==> src/rtl/gpio_irq_pkg.sv <==
package gpio_irq_pkg;

    localparam int ADDR_W = 3;
    localparam int DATA_W = 8;
    localparam int CFG_W  = 4;

    // edge-select bit positions inside the configuration register
    localparam int CFG_A    = 0;
    localparam int CFG_B_LO = 1;
    localparam int CFG_B_HI = 2;
    localparam int CFG_C    = 3;

    typedef enum logic [ADDR_W-1:0] {
        RA_EN_A  = 3'd0,
        RA_EN_B  = 3'd1,
        RA_EN_C  = 3'd2,
        RA_EDGE  = 3'd3,
        RA_FLG_A = 3'd4,
        RA_FLG_B = 3'd5,
        RA_FLG_C = 3'd6
    } reg_addr_e;

endpackage

==> src/rtl/gpio_sync2.sv <==
module gpio_sync2 #(
    parameter int W = 8
) (
    input  logic         clk,
    input  logic         rst_n,
    input  logic [W-1:0] d,
    output logic [W-1:0] q
);
    logic [W-1:0] meta_q;

    always_ff @(posedge clk or negedge rst_n) begin
        if (!rst_n) begin
            meta_q <= '0;
            q      <= '0;
        end else begin
            meta_q <= d;
            q      <= meta_q;
        end
    end
endmodule

==> src/rtl/gpio_edge_det.sv <==
module gpio_edge_det #(
    parameter int W = 8
) (
    input  logic         clk,
    input  logic         rst_n,
    input  logic [W-1:0] cur,
    input  logic [W-1:0] fall,
    output logic [W-1:0] hit
);
    logic [W-1:0] prev_q;

    always_ff @(posedge clk or negedge rst_n) begin
        if (!rst_n) prev_q <= '0;
        else        prev_q <= cur;
    end

    // falling where selected, rising elsewhere
    assign hit = (fall & prev_q & ~cur) | (~fall & cur & ~prev_q);

    // a detected edge means the level moved since the previous cycle
    AST_HIT_AFTER_MOVE: assert property (@(posedge clk) disable iff (!rst_n)
        (hit != '0) |-> ((cur ^ $past(cur)) & hit) == hit);
endmodule

==> src/rtl/gpio_port_flags.sv <==
module gpio_port_flags #(
    parameter int W = 8
) (
    input  logic         clk,
    input  logic         rst_n,
    input  logic [W-1:0] hit,
    input  logic         en_we,
    input  logic         flg_we,
    input  logic [W-1:0] wdata,
    output logic [W-1:0] en_q,
    output logic [W-1:0] flag_q,
    output logic         irq
);
    logic [W-1:0] keep_mask;

    // a write keeps only the ones it carries; no write keeps everything
    assign keep_mask = flg_we ? wdata : '1;

    always_ff @(posedge clk or negedge rst_n) begin
        if (!rst_n) begin
            en_q   <= '0;
            flag_q <= '0;
        end else begin
            if (en_we) en_q <= wdata;
            flag_q <= (flag_q & keep_mask) | hit;   // edge wins over clear
        end
    end

    assign irq = |(flag_q & en_q);

    AST_EDGE_LATCHES: assert property (@(posedge clk) disable iff (!rst_n)
        (hit != '0) |=> ((flag_q & $past(hit)) == $past(hit)));

    AST_NO_SILENT_CLEAR: assert property (@(posedge clk) disable iff (!rst_n)
        !flg_we |=> ((flag_q & $past(flag_q)) == $past(flag_q)));

    AST_ONE_KEEPS: assert property (@(posedge clk) disable iff (!rst_n)
        flg_we |=> ((flag_q & $past(flag_q & wdata)) == $past(flag_q & wdata)));

    AST_CLEAR_DROPS_IRQ: assert property (@(posedge clk) disable iff (!rst_n)
        (flg_we && wdata == '0 && hit == '0) |=> !irq);

    AST_COLLIDE_SETS: assert property (@(posedge clk) disable iff (!rst_n)
        (flg_we && hit != '0) |=> ((flag_q & $past(hit)) != '0));
endmodule

==> src/rtl/gpio_dma_pulse.sv <==
module gpio_dma_pulse #(
    parameter int W = 8
) (
    input  logic         clk,
    input  logic         rst_n,
    input  logic [W-1:0] hit,
    input  logic [W-1:0] en,
    input  logic [W-1:0] flag,
    output logic         dma
);
    always_ff @(posedge clk or negedge rst_n) begin
        if (!rst_n) dma <= 1'b0;
        else        dma <= |(hit & en & ~flag);
    end

    AST_DMA_HAS_FLAG: assert property (@(posedge clk) disable iff (!rst_n)
        dma |-> ((flag & $past(en)) != '0));

    AST_DMA_WAS_CLEAR: assert property (@(posedge clk) disable iff (!rst_n)
        dma |-> ($past(flag) != flag));
endmodule

==> src/rtl/gpio_edge_irq.sv <==
module gpio_edge_irq
    import gpio_irq_pkg::*;
#(
    parameter int PA_W = 8,
    parameter int PB_W = 8,
    parameter int PC_W = 5
) (
    input  logic              clk,
    input  logic              rst_n,
    input  logic [PA_W-1:0]   pa_in,
    input  logic [PB_W-1:0]   pb_in,
    input  logic [PC_W-1:0]   pc_in,
    input  logic              bus_we,
    input  logic [ADDR_W-1:0] bus_addr,
    input  logic [DATA_W-1:0] bus_wdata,
    output logic [DATA_W-1:0] bus_rdata,
    output logic [2:0]        irq,
    output logic [1:0]        dma_trig
);
    localparam int PB_HALF = PB_W / 2;

    logic [CFG_W-1:0] cfg_q;
    logic             cfg_we;
    logic [2:0]       en_we;
    logic [2:0]       flg_we;

    logic [PA_W-1:0] sa, fall_a, hit_a, en_a, flg_a;
    logic [PB_W-1:0] sb, fall_b, hit_b, en_b, flg_b;
    logic [PC_W-1:0] sc, fall_c, hit_c, en_c, flg_c;

    // ---------------- register write decode ----------------
    always_comb begin
        cfg_we = 1'b0;
        en_we  = '0;
        flg_we = '0;
        if (bus_we) begin
            unique case (reg_addr_e'(bus_addr))
                RA_EN_A:  en_we[0]  = 1'b1;
                RA_EN_B:  en_we[1]  = 1'b1;
                RA_EN_C:  en_we[2]  = 1'b1;
                RA_EDGE:  cfg_we    = 1'b1;
                RA_FLG_A: flg_we[0] = 1'b1;
                RA_FLG_B: flg_we[1] = 1'b1;
                RA_FLG_C: flg_we[2] = 1'b1;
                default:  ;
            endcase
        end
    end

    always_ff @(posedge clk or negedge rst_n) begin
        if (!rst_n)      cfg_q <= '0;
        else if (cfg_we) cfg_q <= bus_wdata[CFG_W-1:0];
    end

    // ---------------- per-pin edge selection ----------------
    assign fall_a = {PA_W{cfg_q[CFG_A]}};
    assign fall_c = {PC_W{cfg_q[CFG_C]}};

    generate
        for (genvar gi = 0; gi < PB_W; gi++) begin : g_fall_b
            if (gi < PB_HALF) begin : g_lo
                assign fall_b[gi] = cfg_q[CFG_B_LO];
            end else begin : g_hi
                assign fall_b[gi] = cfg_q[CFG_B_HI];
            end
        end
    endgenerate

    // ---------------- port A ----------------
    gpio_sync2 #(.W(PA_W)) u_sync_a (
        .clk(clk), .rst_n(rst_n), .d(pa_in), .q(sa));
    gpio_edge_det #(.W(PA_W)) u_edge_a (
        .clk(clk), .rst_n(rst_n), .cur(sa), .fall(fall_a), .hit(hit_a));
    gpio_port_flags #(.W(PA_W)) u_flag_a (
        .clk(clk), .rst_n(rst_n), .hit(hit_a), .en_we(en_we[0]),
        .flg_we(flg_we[0]), .wdata(bus_wdata[PA_W-1:0]),
        .en_q(en_a), .flag_q(flg_a), .irq(irq[0]));
    gpio_dma_pulse #(.W(PA_W)) u_dma_a (
        .clk(clk), .rst_n(rst_n), .hit(hit_a), .en(en_a), .flag(flg_a),
        .dma(dma_trig[0]));

    // ---------------- port B ----------------
    gpio_sync2 #(.W(PB_W)) u_sync_b (
        .clk(clk), .rst_n(rst_n), .d(pb_in), .q(sb));
    gpio_edge_det #(.W(PB_W)) u_edge_b (
        .clk(clk), .rst_n(rst_n), .cur(sb), .fall(fall_b), .hit(hit_b));
    gpio_port_flags #(.W(PB_W)) u_flag_b (
        .clk(clk), .rst_n(rst_n), .hit(hit_b), .en_we(en_we[1]),
        .flg_we(flg_we[1]), .wdata(bus_wdata[PB_W-1:0]),
        .en_q(en_b), .flag_q(flg_b), .irq(irq[1]));
    gpio_dma_pulse #(.W(PB_W)) u_dma_b (
        .clk(clk), .rst_n(rst_n), .hit(hit_b), .en(en_b), .flag(flg_b),
        .dma(dma_trig[1]));

    // ---------------- port C ----------------
    gpio_sync2 #(.W(PC_W)) u_sync_c (
        .clk(clk), .rst_n(rst_n), .d(pc_in), .q(sc));
    gpio_edge_det #(.W(PC_W)) u_edge_c (
        .clk(clk), .rst_n(rst_n), .cur(sc), .fall(fall_c), .hit(hit_c));
    gpio_port_flags #(.W(PC_W)) u_flag_c (
        .clk(clk), .rst_n(rst_n), .hit(hit_c), .en_we(en_we[2]),
        .flg_we(flg_we[2]), .wdata(bus_wdata[PC_W-1:0]),
        .en_q(en_c), .flag_q(flg_c), .irq(irq[2]));

    // ---------------- read mux ----------------
    always_comb begin
        bus_rdata = '0;
        unique case (reg_addr_e'(bus_addr))
            RA_EN_A:  bus_rdata[PA_W-1:0]  = en_a;
            RA_EN_B:  bus_rdata[PB_W-1:0]  = en_b;
            RA_EN_C:  bus_rdata[PC_W-1:0]  = en_c;
            RA_EDGE:  bus_rdata[CFG_W-1:0] = cfg_q;
            RA_FLG_A: bus_rdata[PA_W-1:0]  = flg_a;
            RA_FLG_B: bus_rdata[PB_W-1:0]  = flg_b;
            RA_FLG_C: bus_rdata[PC_W-1:0]  = flg_c;
            default:  bus_rdata = '0;
        endcase
    end

    AST_UNMAPPED_ZERO: assert property (@(posedge clk) disable iff (!rst_n)
        (bus_addr == 3'd7) |-> (bus_rdata == '0));
endmodule

==> config.mk <==
export PLATFORM = sky130hd
export DESIGN_NAME = gpio_edge_irq
export DESIGN_NICKNAME = d
export VERILOG_FILES = /design/src/rtl/gpio_irq_pkg.sv /design/src/rtl/gpio_sync2.sv /design/src/rtl/gpio_edge_det.sv /design/src/rtl/gpio_port_flags.sv /design/src/rtl/gpio_dma_pulse.sv /design/src/rtl/gpio_edge_irq.sv
export SDC_FILE = /design/constraint.sdc
export NUM_CORES = 1
export LEC_CHECK = 0
export ABC_AREA = 1
export BUFFER_PORTS_ARGS = -buffer_cell sky130_fd_sc_hd__buf_2
export CAP_MARGIN = 40
export CORE_ASPECT_RATIO = 1.25
export CORE_MARGIN = 2
export CORE_UTILIZATION = 31
export DETAILED_ROUTE_END_ITERATION = 8
export SLEW_MARGIN = 20
export SYNTH_ARGS = -nofsm -noshare
export SYNTH_HDL_FRONTEND = slang
export SYNTH_HIERARCHICAL = 1
export SYNTH_SLANG_ARGS = --single-unit
export TNS_END_PERCENT = 50
==> constraint.sdc <==
create_clock -name clk -period 3.5 [get_ports clk]
set_input_delay 0.35 -clock clk [delete_from_list [all_inputs] [get_ports clk]]
set_output_delay 0.35 -clock clk [all_outputs]
set_load 0.01 [all_outputs]
==> out/metrics.cfg <==
[clock_network]
cts-root-buf=clkbuf_16
cts_max_level=3
insertion_delay_ns=0.35
clkTransAtPathRegs_ns=0.07
ctsResizeCount=0
holdBufCountCts=0
cts_made_buffers=9
cts_tree=done
cts.sinks=111
clock_path_buffers=2
post_cts_buffers=0

[yosys]
synth-edff-count=0
yosysSeqAreaShare_pct=56.7
synth.distinct_cells=20
synth-main-ff-cell=dfrtp_1
mappedNetlistArea_sq_um=4900
async_flop_share_pct=100
yosysMostFrequentCell=nand2_1
synth_top_area_share_pct=56.7
synth_cells=574
synth_top_area_cell=dfrtp_1
ys_seq_elements=111
syn_nets=609
post_synth_most_frequent_cells=134 x nand2_1, 130 x inv_1, 111 x dfrtp_1, 67 x nand3_1, 41 x o21ai_0
avgSynthCellArea_sq_um=8.53
synth_warnings=6
yosys-top-cells-area=dfrtp_1 57%, nand2_1 10%, inv_1 10%

[floorplan]
start_util_pct=31.6
die_x_um=116
die_y_um=145
num_rows=51
coreArea_sq_um=15500
num_io_pins=48
dieArea_sq_um=16800

[critical_path]
setup.worst_path.end_class=output pin
crit_path_start_kind=primary input
r2r-start=cfg_q[0]$_DFFE_PN0P_
rrSetupSlack_ns=2.02
crit_family=buffers and inverters
worstPathMaxFanout=25
rr_worst_depth=7
timing.rr.end=u_dma_a/dma$_DFF_PN0_
path_class=primary input to output pin
cpMaxStageDelayCell=inv_2
critical-path-max-stage-delay_ns=0.39
path_cells=buf_2 -> inv_2 -> nand3_1 -> nor2_1 -> nor2_1 -> nand2_1 -> buf_2
critical_path_buf_inv_count=3
cp.arrival_ns=1.76
critical_path_required_ns=3.15

[routing]
ant_nets=0
wl_per_cell_um=12.6
drt_wl_total_mm=10.6
dr.pass1.iters=5
drc=0
first_iter_violations=237
vias=3677
avgViaCountPerCell=4.39

[sta]
finalHoldViolCount=0
finalSetupViolCount=0
rsz0062_at_grt=no
final.setup_skew_ns=0.00428
slew_violations=0
period_share_pct=60.2
fmax_ghz=0.474
period_minus_slack_ns=2.11
setup_ws_ns=1.39
tightest_slew_ns=0.649
relSlewSlack_pct=56.8
setup_tns_ns=0

[final_layout]
syn_to_final_growth_pct=15.2
regArea_sq_um=2780
multi_input_area_sq_um=1500
nets=656
fillers=1556
drive_above_1_share_pct=13.0
diodes=0

[global_route]
grt_pass1_wl_mm=17.6
grt_max_degree=112
grt-ovfl-total=0
grt_usage_pct=13.6
grt_pass1_vias=3551
antenna_found_initial=0

[placed_design]
dp_hpwl_mm=7.32
io_buffer_count=47
place_ws_ns=1.14
gp_congestion=0.825

[pwr]
internal-power_mw=2.18
comb_power_share_pct=12.4
power_density_nw_per_um2=531
vdd_drop_max_v=0.000189
switching_share_pct=27.0
pwr-share-seq_pct=51.5
clkPwrFrac_pct=36.0
netSwitchingPower_mw=0.809
p_leak_nw=2.93

[worst_hold_path]
hold_path.class=primary input to async pin

[run_status]
status=finished, final reports clean

[run]
cap_violations=0

[cell usage in the layout (no fill, tap or decap)]
cell          n
clkinvlp_4    1
clkbuf_4      1
nand2_1     134
buf_12        1
o21a_1        1
nand4_1      28
dfrtp_1     111
nor2_1       24
bufinv_16     2
nor4_2        5
clkbuf_16     9
nand3b_1      2
nand3_2       7
inv_1       130
buf_4         3
nand3_1      67
buf_2        46
o21ai_2       1
o21ai_1       4
inv_2         3
clkbuf_8      1
o21ai_0      41
nor2_4        1
clkbuf_1      2
[power groups by stage]
stage               combinational, mW  sequential, mW  clock [mW]
finish                          0.372            1.54        1.08
global placement                0.364            1.57           0
global route                    0.438            1.57        1.16
detailed placement              0.374            1.57           0
floorplan                       0.255            1.52           0
CTS                             0.375            1.54        1.12
[routing by layer]
layer	track usage [%]	up-vias	share of wire (%)
li1	-	1867	-
met1	18.7	1730	49
met2	20.5	67	44
met3	3.77	13	4.7
met4	4.82	0	2.0
met5	0	-	0
[through the flow]
step / std cells / util [%] / hold WS [ns] / power (mW) / area (sq um)
floorplan: 574 / - / 0.0544 / 1.77 / 4900
global placement: 820 / 34.3 / 0.333 / 1.93 / 5310
detailed placement: 820 / 34.3 / 0.336 / 1.94 / 5310
CTS: 835 / 36.3 / 0.0901 / 3.04 / 5630
global route: 837 / 36.4 / 0.0863 / 3.17 / 5640
finish: 837 / 36.4 / 0.0482 / 2.99 / 5640
[sequential cells by signal, indices dropped and copies added, names as in the netlist]
register / cells
u_sync_c/q: 5
u_flag_c/flag_q: 5
u_edge_a/prev_q: 8
u_flag_c/en_q: 5
u_flag_a/en_q: 8
u_sync_b/meta_q: 8
u_flag_b/en_q: 8
u_flag_a/flag_q: 8
u_edge_b/prev_q: 8
u_dma_b/dma: 1
u_sync_b/q: 8
u_sync_a/meta_q: 8
u_dma_a/dma: 1
u_sync_c/meta_q: 5
u_edge_c/prev_q: 5
u_sync_a/q: 8
u_flag_b/flag_q: 8
cfg_q: 4
[cells by family after synthesis]
logic type             Yosys count  share of synthesized area (%)
AND/OR/NAND/NOR                268                           25.7
flip-flops                     111                           56.7
AO/OA/AOI/OAI                   47                           4.93
buffers and inverters          148                           12.7
[layout make-up]
class	instances	area share (%)
Timing Repair Buffer	51	4.97
Inverter	133	8.85
Clock buffer	12	4.37
Clock inverter	3	1.20
Sequential cell	111	49.2
Tap cell	212	4.70
Multi-Input combinational cell	315	26.7
[worst max path at each step]
stage                     cells past startpoint         from  slack (ns)                            to
after floorplan                               5  bus_addr[1]        1.89  u_flag_a/en_q[5]$_DFFE_PN0P_
after global placement                        5  bus_addr[2]        1.27  u_flag_b/en_q[6]$_DFFE_PN0P_
after detailed placement                      5  bus_addr[2]        1.14  u_flag_b/en_q[3]$_DFFE_PN0P_
after CTS                                     7  bus_addr[2]        1.42                  bus_rdata[0]
after global routing                          6  bus_addr[2]        1.28                  bus_rdata[4]
final                                         7  bus_addr[2]        1.39                  bus_rdata[0]
Note: power is estimated with default switching activity, not from simulation.
